==> src/rtl/rht_pkg.sv <==
package rht_pkg;
  // number of run-length classes: 1,2,3,4,5 and 6-or-more
  localparam int NCLS = 6;
  // inclusive bounds per class, valid for a 20,000-bit window
  localparam int RUN_LO [NCLS] = '{2267, 1079, 502, 223, 90, 90};
  localparam int RUN_HI [NCLS] = '{2733, 1421, 748, 402, 223, 223};
endpackage

==> src/rtl/rht_ones.sv <==
module rht_ones #(
  parameter int WIN_BITS = 20000,
  parameter int ONES_LO  = 9654,
  parameter int ONES_HI  = 10346
) (
  input  logic clk,
  input  logic clr,
  input  logic take,
  input  logic bit_in,
  output logic pass
);
  localparam int CW = $clog2(WIN_BITS + 1);

  logic [CW-1:0] ones_q;

  always_ff @(posedge clk) begin
    if (clr) begin
      ones_q <= '0;
    end else if (take && bit_in && (ones_q != '1)) begin
      ones_q <= ones_q + 1'b1;
    end
  end

  assign pass = (int'(ones_q) > ONES_LO) && (int'(ones_q) < ONES_HI);
endmodule

==> src/rtl/rht_poker.sv <==
module rht_poker #(
  parameter int WIN_BITS = 20000,
  parameter int POKER_LO = 25005150,
  parameter int POKER_HI = 25287000
) (
  input  logic clk,
  input  logic clr,
  input  logic take,
  input  logic bit_in,
  output logic pass
);
  localparam int NSEG  = WIN_BITS / 4;
  localparam int FW    = $clog2(NSEG + 1);
  localparam int SQMAX = NSEG * NSEG;
  localparam int SW    = $clog2(SQMAX + 1);
  localparam logic [SW-1:0] SMAX = SW'(SQMAX);

  logic [2:0]    sh_q;
  logic [1:0]    pos_q;
  logic [3:0]    seg_val;
  logic          seg_end;
  logic [FW-1:0] freq_all [16];
  logic [FW-1:0] fcur;
  logic [SW-1:0] sum_q;
  logic [SW:0]   sum_nxt;
  logic [SW+3:0] sum16;

  assign seg_val = {sh_q, bit_in};
  assign seg_end = take && (pos_q == 2'd3);

  always_ff @(posedge clk) begin
    if (clr) begin
      sh_q  <= '0;
      pos_q <= '0;
    end else if (take) begin
      sh_q  <= {sh_q[1:0], bit_in};
      pos_q <= pos_q + 1'b1;
    end
  end

  for (genvar g = 0; g < 16; g++) begin : g_freq
    logic [FW-1:0] f_q;
    always_ff @(posedge clk) begin
      if (clr) begin
        f_q <= '0;
      end else if (seg_end && (seg_val == 4'(g)) && (f_q != '1)) begin
        f_q <= f_q + 1'b1;
      end
    end
    assign freq_all[g] = f_q;
  end

  // (f+1)^2 - f^2 = 2f+1: keep the square sum current one segment at a time
  assign fcur    = freq_all[seg_val];
  assign sum_nxt = {1'b0, sum_q} + (SW+1)'({fcur, 1'b1});

  always_ff @(posedge clk) begin
    if (clr) begin
      sum_q <= '0;
    end else if (seg_end && (fcur != '1)) begin
      sum_q <= (sum_nxt > {1'b0, SMAX}) ? SMAX : sum_nxt[SW-1:0];
    end
  end

  assign sum16 = {sum_q, 4'b0000};
  assign pass  = (64'(sum16) > 64'(POKER_LO)) && (64'(sum16) < 64'(POKER_HI));
endmodule

==> src/rtl/rht_runs.sv <==
module rht_runs
  import rht_pkg::*;
#(
  parameter int WIN_BITS = 20000,
  parameter int LONG_MAX = 33
) (
  input  logic clk,
  input  logic clr,
  input  logic take,
  input  logic last,
  input  logic bit_in,
  output logic pass_runs,
  output logic pass_long
);
  localparam int RMAX = (LONG_MAX + 1 > NCLS) ? LONG_MAX + 1 : NCLS;
  localparam int RLW  = $clog2(RMAX + 1);
  localparam int HW   = $clog2(WIN_BITS + 1);
  localparam int CLW  = $clog2(NCLS);

  logic                     prev_q, have_q, long_q;
  logic [RLW-1:0]           len_q, len_nxt;
  logic                     same, close_old, close_new;
  logic [1:0]               inc_en;
  logic [1:0][CLW-1:0]      inc_cls;
  logic [2*NCLS-1:0]        band_ok;

  function automatic logic [CLW-1:0] len_cls(input logic [RLW-1:0] l);
    if (int'(l) >= NCLS) return CLW'(NCLS - 1);
    else                 return CLW'(int'(l) - 1);
  endfunction

  assign same      = have_q && (bit_in == prev_q);
  assign len_nxt   = !same ? RLW'(1) : ((len_q == RLW'(RMAX)) ? len_q : len_q + 1'b1);
  assign close_old = take && have_q && !same;
  assign close_new = take && last;

  always_comb begin
    inc_en  = '0;
    inc_cls = '0;
    if (close_old) begin
      inc_en[prev_q]  = 1'b1;
      inc_cls[prev_q] = len_cls(len_q);
    end
    if (close_new) begin
      inc_en[bit_in]  = 1'b1;
      inc_cls[bit_in] = len_cls(len_nxt);
    end
  end

  always_ff @(posedge clk) begin
    if (clr) begin
      prev_q <= 1'b0;
      have_q <= 1'b0;
      long_q <= 1'b0;
      len_q  <= '0;
    end else if (take) begin
      prev_q <= bit_in;
      have_q <= 1'b1;
      len_q  <= len_nxt;
      if (int'(len_nxt) > LONG_MAX) long_q <= 1'b1;
    end
  end

  for (genvar p = 0; p < 2; p++) begin : g_pol
    for (genvar c = 0; c < NCLS; c++) begin : g_cls
      logic [HW-1:0] h_q;
      always_ff @(posedge clk) begin
        if (clr) begin
          h_q <= '0;
        end else if (inc_en[p] && (inc_cls[p] == CLW'(c)) && (h_q != '1)) begin
          h_q <= h_q + 1'b1;
        end
      end
      assign band_ok[p*NCLS + c] = (int'(h_q) >= RUN_LO[c]) && (int'(h_q) <= RUN_HI[c]);
    end
  end

  assign pass_runs = &band_ok;
  assign pass_long = !long_q;
endmodule

==> src/rtl/rng_health_tester.sv <==
module rng_health_tester #(
  parameter int WIN_BITS = 20000,
  parameter int ONES_LO  = 9654,
  parameter int ONES_HI  = 10346,
  parameter int POKER_LO = 25005150,
  parameter int POKER_HI = 25287000,
  parameter int LONG_MAX = 33
) (
  input  logic clk,
  input  logic rst,
  input  logic start,
  input  logic clear,
  input  logic bit_valid,
  input  logic bit_in,
  output logic done,
  output logic pass_ones,
  output logic pass_poker,
  output logic pass_runs,
  output logic pass_long,
  output logic pass_all
);
  localparam int CW = $clog2(WIN_BITS + 1);

  logic          busy, eval_q;
  logic [CW-1:0] bit_cnt;
  logic          go, take, last, wipe;
  logic          r_ones, r_poker, r_runs, r_long;

  assign go   = !busy && !eval_q && start && !clear;
  assign take = busy && bit_valid && !clear;
  assign last = take && (bit_cnt == CW'(WIN_BITS - 1));
  assign wipe = rst || clear || go;

  always_ff @(posedge clk) begin
    if (rst) begin
      busy    <= 1'b0;
      eval_q  <= 1'b0;
      bit_cnt <= '0;
    end else begin
      eval_q <= last;
      if (clear) begin
        busy <= 1'b0;
      end else if (go) begin
        busy    <= 1'b1;
        bit_cnt <= '0;
      end else if (take) begin
        bit_cnt <= bit_cnt + 1'b1;
        if (last) busy <= 1'b0;
      end
    end
  end

  always_ff @(posedge clk) begin
    if (rst) begin
      done       <= 1'b0;
      pass_ones  <= 1'b0;
      pass_poker <= 1'b0;
      pass_runs  <= 1'b0;
      pass_long  <= 1'b0;
      pass_all   <= 1'b0;
    end else begin
      done <= eval_q && !clear;
      if (eval_q && !clear) begin
        pass_ones  <= r_ones;
        pass_poker <= r_poker;
        pass_runs  <= r_runs;
        pass_long  <= r_long;
        pass_all   <= r_ones && r_poker && r_runs && r_long;
      end
    end
  end

  rht_ones #(.WIN_BITS(WIN_BITS), .ONES_LO(ONES_LO), .ONES_HI(ONES_HI)) u_ones (
    .clk(clk), .clr(wipe), .take(take), .bit_in(bit_in), .pass(r_ones));

  rht_poker #(.WIN_BITS(WIN_BITS), .POKER_LO(POKER_LO), .POKER_HI(POKER_HI)) u_poker (
    .clk(clk), .clr(wipe), .take(take), .bit_in(bit_in), .pass(r_poker));

  rht_runs #(.WIN_BITS(WIN_BITS), .LONG_MAX(LONG_MAX)) u_runs (
    .clk(clk), .clr(wipe), .take(take), .last(last), .bit_in(bit_in),
    .pass_runs(r_runs), .pass_long(r_long));
endmodule

==> config.mk <==
export PLATFORM = sky130hd
export DESIGN_NAME = rng_health_tester
export DESIGN_NICKNAME = d
export VERILOG_FILES = /design/src/rtl/rht_pkg.sv /design/src/rtl/rht_ones.sv /design/src/rtl/rht_poker.sv /design/src/rtl/rht_runs.sv /design/src/rtl/rng_health_tester.sv
export SDC_FILE = /design/constraint.sdc
export NUM_CORES = 1
export LEC_CHECK = 0
export BUFFER_PORTS_ARGS = -buffer_cell sky130_fd_sc_hd__buf_2
export CAP_MARGIN = 0
export CORE_AREA = 2 2 213 215
export DETAILED_ROUTE_END_ITERATION = 10
export DIE_AREA = 0 0 215 217
export PLACE_DENSITY = 0.72
export RECOVER_POWER = 100
export SYNTH_ARGS = -nofsm -noshare
export SYNTH_HDL_FRONTEND = slang
export SYNTH_SLANG_ARGS = --single-unit
==> constraint.sdc <==
create_clock -name clk -period 8.49 [get_ports clk]
set_clock_uncertainty 0.1 [all_clocks]
set_input_delay 1.2735 -clock clk [delete_from_list [all_inputs] [get_ports clk]]
set_output_delay 1.2735 -clock clk [all_outputs]
set_load 0.005 [all_outputs]
Yosys cells after proc, flatten, opt, wreduce, memory -nomap -nowiden
Index checks and enable logic that the tools add are counted.
{"block": "op_classes", "add_sub_neg": 35, "order_cmp": 37, "eq_ne": 59, "muxes": 28, "bitwise": 4, "n_reduce_logical": 107}
{"op": "$ne 13x13->1 const B", "count": 17}
{"op": "$add 15x1->15 const B", "count": 14}
{"op": "$add 13x1->13 const B", "count": 16}
{"op": "$ne 15x15->1 const B", "count": 13}
{"op": "$logic_and 1x1->1", "count": 90}
{"op": "$ge 15x7->1 const B", "count": 4}
{"op": "$le 15x8->1 const B", "count": 4}
{"op": "$bmux 13 s4", "count": 1}
{"op": "$eq 4x4->1 const B", "count": 8}
{"op": "$ge 15x11->1 const B", "count": 2}
{"op": "$ge 15x12->1 const B", "count": 2}
{"op": "$ge 15x8->1 const B", "count": 2}
{"op": "$ge 15x9->1 const B", "count": 2}
{"op": "$le 15x10->1 const B", "count": 2}
{"op": "$le 15x11->1 const B", "count": 2}
{"op": "$le 15x12->1 const B", "count": 2}
{"op": "$le 15x9->1 const B", "count": 2}
{"op": "$mux 15", "count": 2}
{"op": "$gt 29x25->1 const B", "count": 1}
{"op": "$lt 29x25->1 const B", "count": 1}
{"op": "$add 25x14->26", "count": 1}
{"op": "$gt 26x25->1 const B", "count": 1}
{"op": "$mux 13", "count": 2}
{"op": "$mux 25", "count": 1}
{"op": "39 further kinds", "count": 78}
{"block": "word_totals", "regBits": 465, "inputBits": 6, "out_inout_bits": 6, "word_cells": 315}

Logic depth before layout (Yosys ltp)
Gate-level depths: netlist of the first run.
{"block": "logic_depth", "depth_word": 12, "ltp_mapped": 21}

Cells and area by module
From an unflattened synthesis of the first run, not the netlist that was laid out.
{"block": "unflattened", "hier_cells": 3024, "area_unflattened_um2": 25677.1}
{"mod": "rht_poker", "instances": 1, "cells_each": 1431, "area_per_inst_um2": 12887.4, "seq_area_each_um2": 4764.6}
{"mod": "rht_runs", "instances": 1, "cells_each": 1371, "area_per_inst_um2": 10855.4, "seq_area_each_um2": 3783.6}
{"mod": "rng_health_tester", "instances": 1, "cells_each": 110, "area_per_inst_um2": 1028.5, "seq_area_each_um2": 460.4}
{"mod": "rht_ones", "instances": 1, "cells_each": 112, "area_per_inst_um2": 905.9, "seq_area_each_um2": 300.3}

Least setup slack after synthesis of the first run
No wires, ideal clock.
{"block": "synth_timing", "path_type": "input port to flip-flop", "startpoint": "input bit_in", "endpoint": "register u_poker.sum_q[16]", "setup_time_ns": 0.116, "arrival_ns": 5.511, "t_required_ns": 8.274, "path_slack_ns": 2.762, "path_stages": 16, "n_path_buf": 3, "cell_sequence": "clkbuf_2 buf_2 mux4_2 mux4_2 fa_1 a211oi_1 o31ai_1 a41o_1 a211oi_2 xor2_1 nor4_1 nand4_1 a31oi_2 buf_2 a21oi_1 o211a_1"}
{"block": "synth_between", "elab_chain_cells": 7, "elab_cells_between_ends": 9, "classes_between": "add/sub (1); order compare (1); eq/ne (1); mux (4); bitwise (1); reduce/logical (1)"}
{"element": "start, declared", "line": "rng_health_tester.sv:14", "text": "input logic bit_in,"}
{"element": "$not 4->5 (implied by the code) *", "line": "rht_poker.sv:54", "text": "assign fcur = freq_all[seg_val];"}
{"element": "$bmux 13 s4 *", "line": "rht_poker.sv:54"}
{"element": "$mux 13 (implied by the code) * (2 in a row)", "line": "rht_poker.sv:54"}
{"element": "$add 25x14->26", "line": "rht_poker.sv:55", "text": "assign sum_nxt = {1'b0, sum_q} + (SW+1)'({fcur, 1'b1});"}
{"element": "$gt 26x25->1", "line": "rht_poker.sv:61", "text": "sum_q <= (sum_nxt > {1'b0, SMAX}) ? SMAX : sum_nxt[SW-1:0];"}
{"element": "$mux 25", "line": "rht_poker.sv:61"}
{"element": "end signal, assigned", "line": "rht_poker.sv:61"}
{"element": "end, declared", "line": "rht_poker.sv:24", "text": "logic [SW-1:0] sum_q;"}
Every way passes the cells marked *; elsewhere a longest branch is shown, timed or not. The select of a mux whose other input is x is not followed.
A chain may end at the register's enable or synchronous reset.

Final worst setup path of the first run
{"block": "layout_timing", "startpoint": "input bit_in", "endpoint": "register u_poker.sum_q[2]"}
The elaborated chain is that of the path after synthesis.

==> results summary, run 1 <==
The run finished, with violations left. The checks that failed: capacitance limit, slew limit. The vertical extent of the die came out at 217 um. The cell class contributing the biggest share of worst-path delay is compound AO/OA/AOI/OAI gates. The post-route netlist has 6.96% of its cells at a drive strength greater than 1. The average routed wire per standard cell is 17.4 um.

The number of different library cells used by synthesis comes to 85. The cell area after synthesis is 24000 sq um. The post-synth net total came out at 2886. Routability-driven placement finished with a final weighted congestion of 0.955. The number of gates resized after CTS is 0. With fillers left out, the area of the finished cells amounts to 26100 sq um.

The critical hold path startpoint is pass_all. The count of input and output buffers is 11. The worst voltage drop across the vdd grid is 0.150 mV. For hold timing, the worst endpoint is pass_all.

The initial antenna violation count was 0. The number of buffers created by CTS is 50. The detailed router finished its first iteration with 1626 violations. The number of enable flip-flop cells after synthesis came out at 0.

For this run, asynchronously set or reset flops after synthesis account for 0%. The core footprint came out at 44700 sq um. The number of buffers on the longest clock path came out at 3. The count of final max-slew check failures was 437.

The number of cells on the worst reg-to-reg path is 16. The endpoint identified for the worst register-to-register timing path is u_runs.g_pol[0].g_cls[0].h_q[9]. The total power draw is 4.54 mW. The total number of yosys warnings came out at 0. The slew at the pin closest to its max-slew limit came out at 3.50 ns.

TritonCTS built the clock tree. The number of buffers and inverters on the critical path is 2. After detailed routing, the number of remaining DRC violations is 0. Counting every sink on the clock net gives 464. The total negative slack is 0 ns. The number of stages on the worst setup path is 15. On the worst path, the slowest cell contributes a delay of 1.03 ns. The aggregate routed wire length is 59.4 mm. The first-pass iteration count of the detailed router came out at 8.

The detailed placer's ending HPWL came out at 42.7 mm. The hold buffer count at cts came out at 0. The final-layout fill cell count is 3881. In this run the remaining antenna-violating nets after routing total 0. The fraction of the yosys area taken by sequential cells came out at 38.6%. Using the TritonRoute via totals, the vias-per-cell ratio works out to 5.92.

The number of standard-cell rows in the floorplan came out at 78. The static leakage power is 8.66 nW. The count of endpoints failing setup in the final report came out at 0. The worst-case headroom to the max-slew limit came out at -133%. In this run the worst hold path is classified as register to register. The slack of the worst reg-to-reg path came out at 1.71 ns. The detailed-route via count is 20227. The clock slew at the register clock pins of the worst setup and hold paths came out at 0.06 ns.

The first global-routing pass estimated 96.3 mm of wire. The cell type of the slowest stage on the worst timing path is a31oi_1. The critical path in this run is classified as input port to register. Data on the critical path is required at its endpoint by 8.90 ns. Along the worst hold path, the cell count comes to 2. The aggregate global routing overflow came out at 0. The worst register-to-register path begins at u_poker.sh_q[0].

The total placed instance area came out at 24500 sq um. The worst slack at placement is 1.26 ns. The critical path goes through buf_4 -> buf_4 -> mux4_2 -> mux4_2 -> ha_1 -> a21o_1 -> a221o_1 -> a211o_1 -> o211ai_1 -> xnor2_1 -> nor3b_1 -> nand4_1 -> a31oi_1 -> o21ai_1 -> a211oi_1. The number of primary I/O pins is 12. The H-tree depth is 2.

The critical path endpoint category is a register. STA classifies the critical path startpoint as an input port. The worst path setup slack after routing came out at 1.33 ns. Setup repair after global routing left no endpoint under its margin. The share of the clock period used by the worst path came out at 84.4%. The total of flip-flops plus latches after synthesis came out at 464. The net count of the finished layout is 2851.

For this run, the leading register cell type out of synthesis is dfxtp_1. Along the worst path, the maximum fanout reaches 47. The cell count after synthesis is 2812.

The clock tree root driver cell is clkbuf_16. The area growth from synthesis to layout came out at 8.72%. 0 antenna diodes ended up in the layout.

The clock latency reported for the late side of the worst-skew pair came out at 0.60 ns. Based on the critical path, the design can be clocked at up to 140 MHz. The final critical delay including setup and external delays is 7.16 ns. The floorplan die width is 215 um. The power density over the cells is 174 nW/um^2. The initial utilization of the core area, before any placement, comes to 53.8%. Across the run, the number of max-cap violations was 6.

The library cells used most frequently in the layout, excluding fill and tap cells, are dfxtp_1, nor2_1, nand2_1. The final number of hold-violating endpoints came to 0. Once the clock tree was built, the setup fixing pass inserted 0 buffers.

The die covers 46700 sq um. The via count of the first global-routing pass came out at 18802. The leading cell type in the layout, fill and taps excluded is dfxtp_1. The synthesized area per cell came out at 8.55 sq um. The arrival time of data at the critical path endpoint came out at 7.57 ns.

Entering global routing, the biggest net connects 106 pins. The global-route total usage across every layer is 25.1%.
## registers in the layout (all words and copies together) (netlist names), 2 cells and up
name                    flops
u_runs.g_pol.g_cls.h_q    180
u_runs.len_q                6
u_poker.g_freq.f_q        208
u_poker.sh_q                3
u_poker.sum_q              25
u_poker.pos_q               2
u_ones.ones_q              15
bit_cnt                    15
## metrics by stage
step | hold slack (ns) | cells | utilization, %
5_1_grt | 0.383 | 3417 | 58.5
4_1_cts | 0.369 | 3417 | 58.7
3_5_place_dp | 0.360 | 3325 | 54.8
3_3_place_gp | 0.345 | 3325 | 54.8
2_1_floorplan | 0.340 | 2812 | -
6_report | 0.368 | 3417 | 58.5
## cells in the mapped netlist, types with 4 or more instances
library cell / number / share of area, %
a311oi_1: 4 / 0.15
o311ai_0: 4 / 0.15
buf_1: 6 / 0.094
a21oi_1: 154 / 3.2
nor2b_1: 12 / 0.31
ha_1: 67 / 3.5
nor4_1: 33 / 0.86
or2_2: 11 / 0.29
xor2_1: 208 / 7.6
mux4_2: 65 / 6.1
or4b_2: 4 / 0.17
nor3b_1: 6 / 0.19
a21o_1: 9 / 0.28
mux2i_1: 29 / 1.2
nand2_1: 265 / 4.1
nand3_1: 135 / 2.8
nor4b_1: 4 / 0.15
buf_2: 16 / 0.33
nand2b_1: 9 / 0.23
or3_1: 75 / 2.0
o21ai_0: 98 / 2.0
nand4_1: 100 / 2.6
clkbuf_1: 85 / 1.3
a211oi_1: 16 / 0.50
o31a_1: 4 / 0.15
inv_1: 60 / 0.94
o21a_1: 12 / 0.37
o41ai_1: 4 / 0.15
nor3_1: 57 / 1.2
or4_1: 10 / 0.31
nor2_1: 459 / 7.2
and3_1: 76 / 2.0
o211ai_1: 8 / 0.25
a31oi_1: 34 / 0.88
xnor2_1: 103 / 3.8
and4_1: 13 / 0.47
nor3_2: 5 / 0.21
dfxtp_1: 464 / 39
o21bai_1: 5 / 0.16
a41oi_1: 8 / 0.29
and2_1: 12 / 0.31
## power breakdown
group / total (mW) / internal [mW] / leakage, nW / switching (mW)
Clock: 2.30 / 1.39 / 0.866 / 0.914
Combinational: 0.0601 / 0.0110 / 4.06 / 0.0491
Sequential: 2.18 / 2.18 / 3.74 / 0.000904
Total: 4.54 / 3.58 / 8.66 / 0.964
## kinds of logic (layout without fill, tap and decap cells)
logic type | after synthesis | count (layout) | synth area share (%)
buffers and inverters | 170 | 175 | 2.79
muxes | 95 | 95 | 7.34
and+or+nand+nor | 1304 | 1304 | 26.0
AOI/OAI and AO/OA | 400 | 400 | 10.3
DFF | 464 | 464 | 38.6
adders and majority gates | 68 | 68 | 3.57
xor gates and xnor gates | 311 | 311 | 11.3
## worst min-delay path, cell delays in order, from the launching register on
cell	delay [ns]
dfxtp_1	0.31
nand2_1	0.05
a21oi_1	0.06
## layer usage
| layer | up-vias | GRT usage (%) | part of all wire (%) |
|---|---|---|---|
| met5 | - | 0 | 0 |
| met4 | 0 | 9.45 | 3.1 |
| met3 | 105 | 3.98 | 6.2 |
| met2 | 592 | 42.8 | 48 |
| met1 | 9669 | 32.2 | 43 |
| li1 | 9861 | - | - |
## area by class of cell
type	count	area (sq um)	share of cell area (%)
multi-input combinational	2178	14000	53.5
sequential	464	9290	35.5
clock buffer	70	1470	5.61
tap	600	751	2.87
clock inverter	22	287	1.10
inverter	60	225	0.861
timing repair buffer	23	130	0.498
## worst max path at each step
stage	slack (ns)	end	start
3_5_place_dp	1.26	u_poker.sum_q[2]	bit_in
2_1_floorplan	2.76	u_poker.sum_q[16]	bit_in
5_1_grt	0.72	u_runs.g_pol[0].g_cls[0].h_q[9]	bit_in
3_3_place_gp	1.39	u_poker.sum_q[2]	bit_in
6_report	1.33	u_poker.sum_q[2]	bit_in
4_1_cts	1.88	u_poker.sum_q[2]	bit_in
Note: power is estimated with default switching activity, not from simulation.
==> inputs of run 2 (changes only) <==
- ABC_AREA: unset -> 1
- CORE_AREA: 2 2 213 215 -> 2 2 228 230
- DIE_AREA: 0 0 215 217 -> 0 0 230 232
- PLACE_DENSITY: 0.72 -> 0.75
- clock period: 8.49 -> 5.7 ns (I/O delays scaled with it)
==> run 2 against run 1 <==
  * The run still ends with capacitance limit, slew limit left
  * First-iteration DRC count up 57%
  * Sequential cell count unchanged
  * Combinational power rose to 3.6 times the previous value
  * Non-clock buffer count down 3
  * Sequential share of layout area down 4.4 points
  * Critical path type unchanged
  * Critical endpoint is now u_runs.g_pol[0].g_cls[0].h_q[0]
==> results summary, run 2 <==
The core region is 50900 sq um. More flip-flops sit in one register than any other, and that register is u_poker.g_freq.f_q. The post-CTS setup-driven buffer insertion count came out at 0. The combined area of the multi-input logic cells came out at 15500 sq um. The worst hold path belongs to the class register to register. The count of final max-slew check failures came out at 346.

The type of the worst setup path is input port to register. The fraction of the yosys area taken by sequential cells came out at 33.6%. Max-cap violations in this run came to 2. The initial DRC count came out at 2545. The share of layout cells above drive strength 1 is 4.53%. Setup repair after global routing left no endpoint under its margin.

The maximum fanout along the worst path is 110. The cell depth of the worst flop-to-flop path came out at 24. Global routing used 26.3% of the available tracks across all layers.

The cell count after synthesis came out at 4324. In this run the critical register-to-register path is captured at u_poker.sum_q[24]. The worst endpoint required time is 6.13 ns. The first-pass iteration count of the detailed router came out at 6.

After synthesis the cells add up to 27600 sq um. Data arrives at the worst endpoint at 5.31 ns. The critical path ends at u_runs.g_pol[0].g_cls[0].h_q[0]. Ranked by total cell area, the synthesized netlist is headed by dfxtp_1, nand2_1, a21oi_1. The die covers 53400 sq um. The wire-length estimate of the detail-placed layout is 50.7 mm. The top cell types in the final layout, fill and taps aside, are nand2_1, inv_1, nor2_1.

The share of the clock period used by the worst path came out at 85.5%. Counting instances in the post-synthesis netlist gives the leading cell types as nand2_1, inv_1, nor2_1. Clock-pin slew was measured on the worst setup and hold paths at 0.06 ns. The synthesized netlist devotes 33.6% of its cell area to simple gates. The run finished, with violations left. The die is 232 um tall.

Summing the areas of all compound-gate instances in the mapped netlist gives 16.7% of the synthesized area. The number of gates resized after CTS is 0. For this design the top-level I/O count stands at 12. The mux cell area share after synthesis is 0%.

In this run the power density over the cells is 231 nW/um^2. Setup violations remaining at the end of the flow were counted as 0. In this run the clock root is driven by a clkbuf_16. The slack of the worst reg-to-reg path came out at 0.92 ns.

The synthesized area per cell is 6.39 sq um. The register with the most flip-flops in the layout has 208 of them. The total negative slack is 0 ns.

The post-route antenna net violation count came out at 0. The total number of yosys warnings came out at 0. The net count of the finished layout is 4360. The average via count per standard cell is 5.40. The global-route wire length before repair came out at 118 mm.

The library cell used most frequently in the layout, excluding fill and tap cells, is nand2_1. TritonCTS built the clock tree. The remaining routing DRC violations came out at 0. The aggregate routed wire length came out at 71.1 mm. The worst voltage drop across the vdd grid is 0.186 mV. The worst setup path is launched from an input port. Input and output buffers added on the ports amount to 11. The worst-case headroom to the max-slew limit is -71.4%. The launch point of the worst reg-to-reg path is u_poker.sh_q[0].

The number of buffers created by CTS is 51. The fraction of synthesized cell area taken by the top area cell type came out at 33.6%. The parity-gate share of the synthesized area counting xor and xnor cells came out at 2.89%. In the synthesized netlist the dominant register cell turns out to be dfxtp_1.

The clock net in this run drives a total of 464 sinks. The worst path setup slack after routing is 0.824 ns. The final number of hold-violating endpoints came to 0. For the pin with the worst max-slew slack, the measured transition is 2.57 ns. The via count of the first global-routing pass came to 24133. The aggregate global routing overflow came out at 0. The worst slack at placement came out at 0.731 ns. Relative to the synthesized area, the layout overhead comes to 7.98%. The starting density of the core is 54.3%.

The hold buffer count at cts is 0. The repair_antennas step left the layout with diodes totalling 0. The largest registers in the layout are u_poker.g_freq.f_q x208, u_runs.g_pol.g_cls.h_q x180, u_poker.sum_q x25. The number of buffers on the longest clock path is 3. For this run, asynchronously set or reset flops after synthesis account for 0%.

The average routed wire per standard cell is 14.2 um. The H-tree depth came out at 2. The static leakage power is 10.4 nW.

The netlist uses 62 different library cells. The clock latency reported for the late side of the worst-skew pair is 0.61 ns. The synthesized design spends more area on one cell type than any other, namely dfxtp_1.

The total of flip-flops plus latches after synthesis came out at 464. The number of standard-cell rows in the floorplan is 83. The worst setup path is captured at a register. The final-layout fill cell count came out at 4936. The initial antenna violation count is 0. The maximum clock frequency came out at 205 MHz.

For this block, the via count after detailed routing is 27046. The largest net degree at the start of global routing is 235. The area taken by flip-flops and latches came out at 9290 sq um.

The area share of fa/ha/maj cells after synthesis is 3.11%. The largest family of logic cells by synthesized area is simple AND/OR/NAND/NOR gates. The number of enable flip-flop cells after synthesis is 0. nand2_1 is the most common cell in the netlist. The post-synth net total is 4398. The checks that failed: capacitance limit, slew limit. The floorplan die width came out at 230 um. The final critical delay including setup and external delays came out at 4.88 ns. The most critical setup path has its startpoint at clear. Routability-driven placement finished with a final weighted congestion of 0.968.
==> run 2: cell count changes after synthesis, sizes merged, moves of 29 or more <==
cell,previous run,this run
xnor2,103,23
mux4,65,0
o21ai,100,339
nor3,62,179
xor2,208,68
mux2i,29,0
inv,60,604
or3,75,1
nor2,461,501
nand2,267,978
a21oi,154,463
and3,76,4
nand3,136,246
==> run 2: power breakdown <==
part	internal, mW	switching, mW	total, mW
Clock	2.05	1.39	3.43
Sequential	3.24	0.000628	3.24
Combinational	0.0602	0.155	0.215
==> run 2: critical path, stage by stage <==
cell and delay, ns:
clkbuf_1 0.27, nor3_1 0.11, nor2_1 0.63, inv_1 0.28
nor2_4 0.18, clkinvlp_4 1.63, buf_6 0.92, a21oi_1 0.22
o21a_1 0.13
==> run 2: logic make-up after synthesis <==
| group | count (synthesis) |
|---|---|
| xor gates and xnor gates | 91 |
| AOI/OAI and AO/OA | 878 |
| buffers and inverters | 715 |
| DFF | 464 |
| and+or+nand+nor | 2108 |
| adders and majority gates | 68 |
==> run 2: final cells by class <==
cell class	instances	area share [%]
clock buffers	71	5.00
clock inverters	22	0.835
inverters	604	7.63
multi-input cells	3145	52.1
flip-flops and latches	464	31.1
well taps	680	2.85
repair buffers	20	0.482
==> run 2: worst min-delay path by stage <==
stage	start	to	slack (ns)	depth (start not counted)
floorplan	u_runs.long_q	u_runs.long_q	0.33	2
global route	u_poker.g_freq[15].f_q[10]	u_poker.g_freq[15].f_q[10]	0.39	2
finish	u_poker.pos_q[1]	u_poker.pos_q[1]	0.37	2
detailed placement	pass_long	pass_long	0.36	2
CTS	pass_long	pass_long	0.37	2
global placement	u_poker.g_freq[4].f_q[4]	u_poker.g_freq[4].f_q[4]	0.35	2
==> run 2: per-layer routing <==
layer	share of wire, %	up-vias	global-route usage [%]
met5	0	-	0
met2	42	727	40.8
met1	48	12080	37.4
li1	-	14122	-
met3	7.1	117	4.67
met4	2.3	0	7.14
==> run 2: metrics by stage <==
stage	hold WS [ns]	instances	utilization (%)	instance area, sq um	power (mW)
floorplan	0.330	4324	-	27600	3.47
global placement	0.354	4913	55.3	28100	3.52
detailed placement	0.356	4913	55.3	28100	3.52
CTS	0.366	5006	58.7	29900	6.94
global route	0.387	5006	58.6	29800	7.09
finish	0.366	5006	58.6	29800	6.89
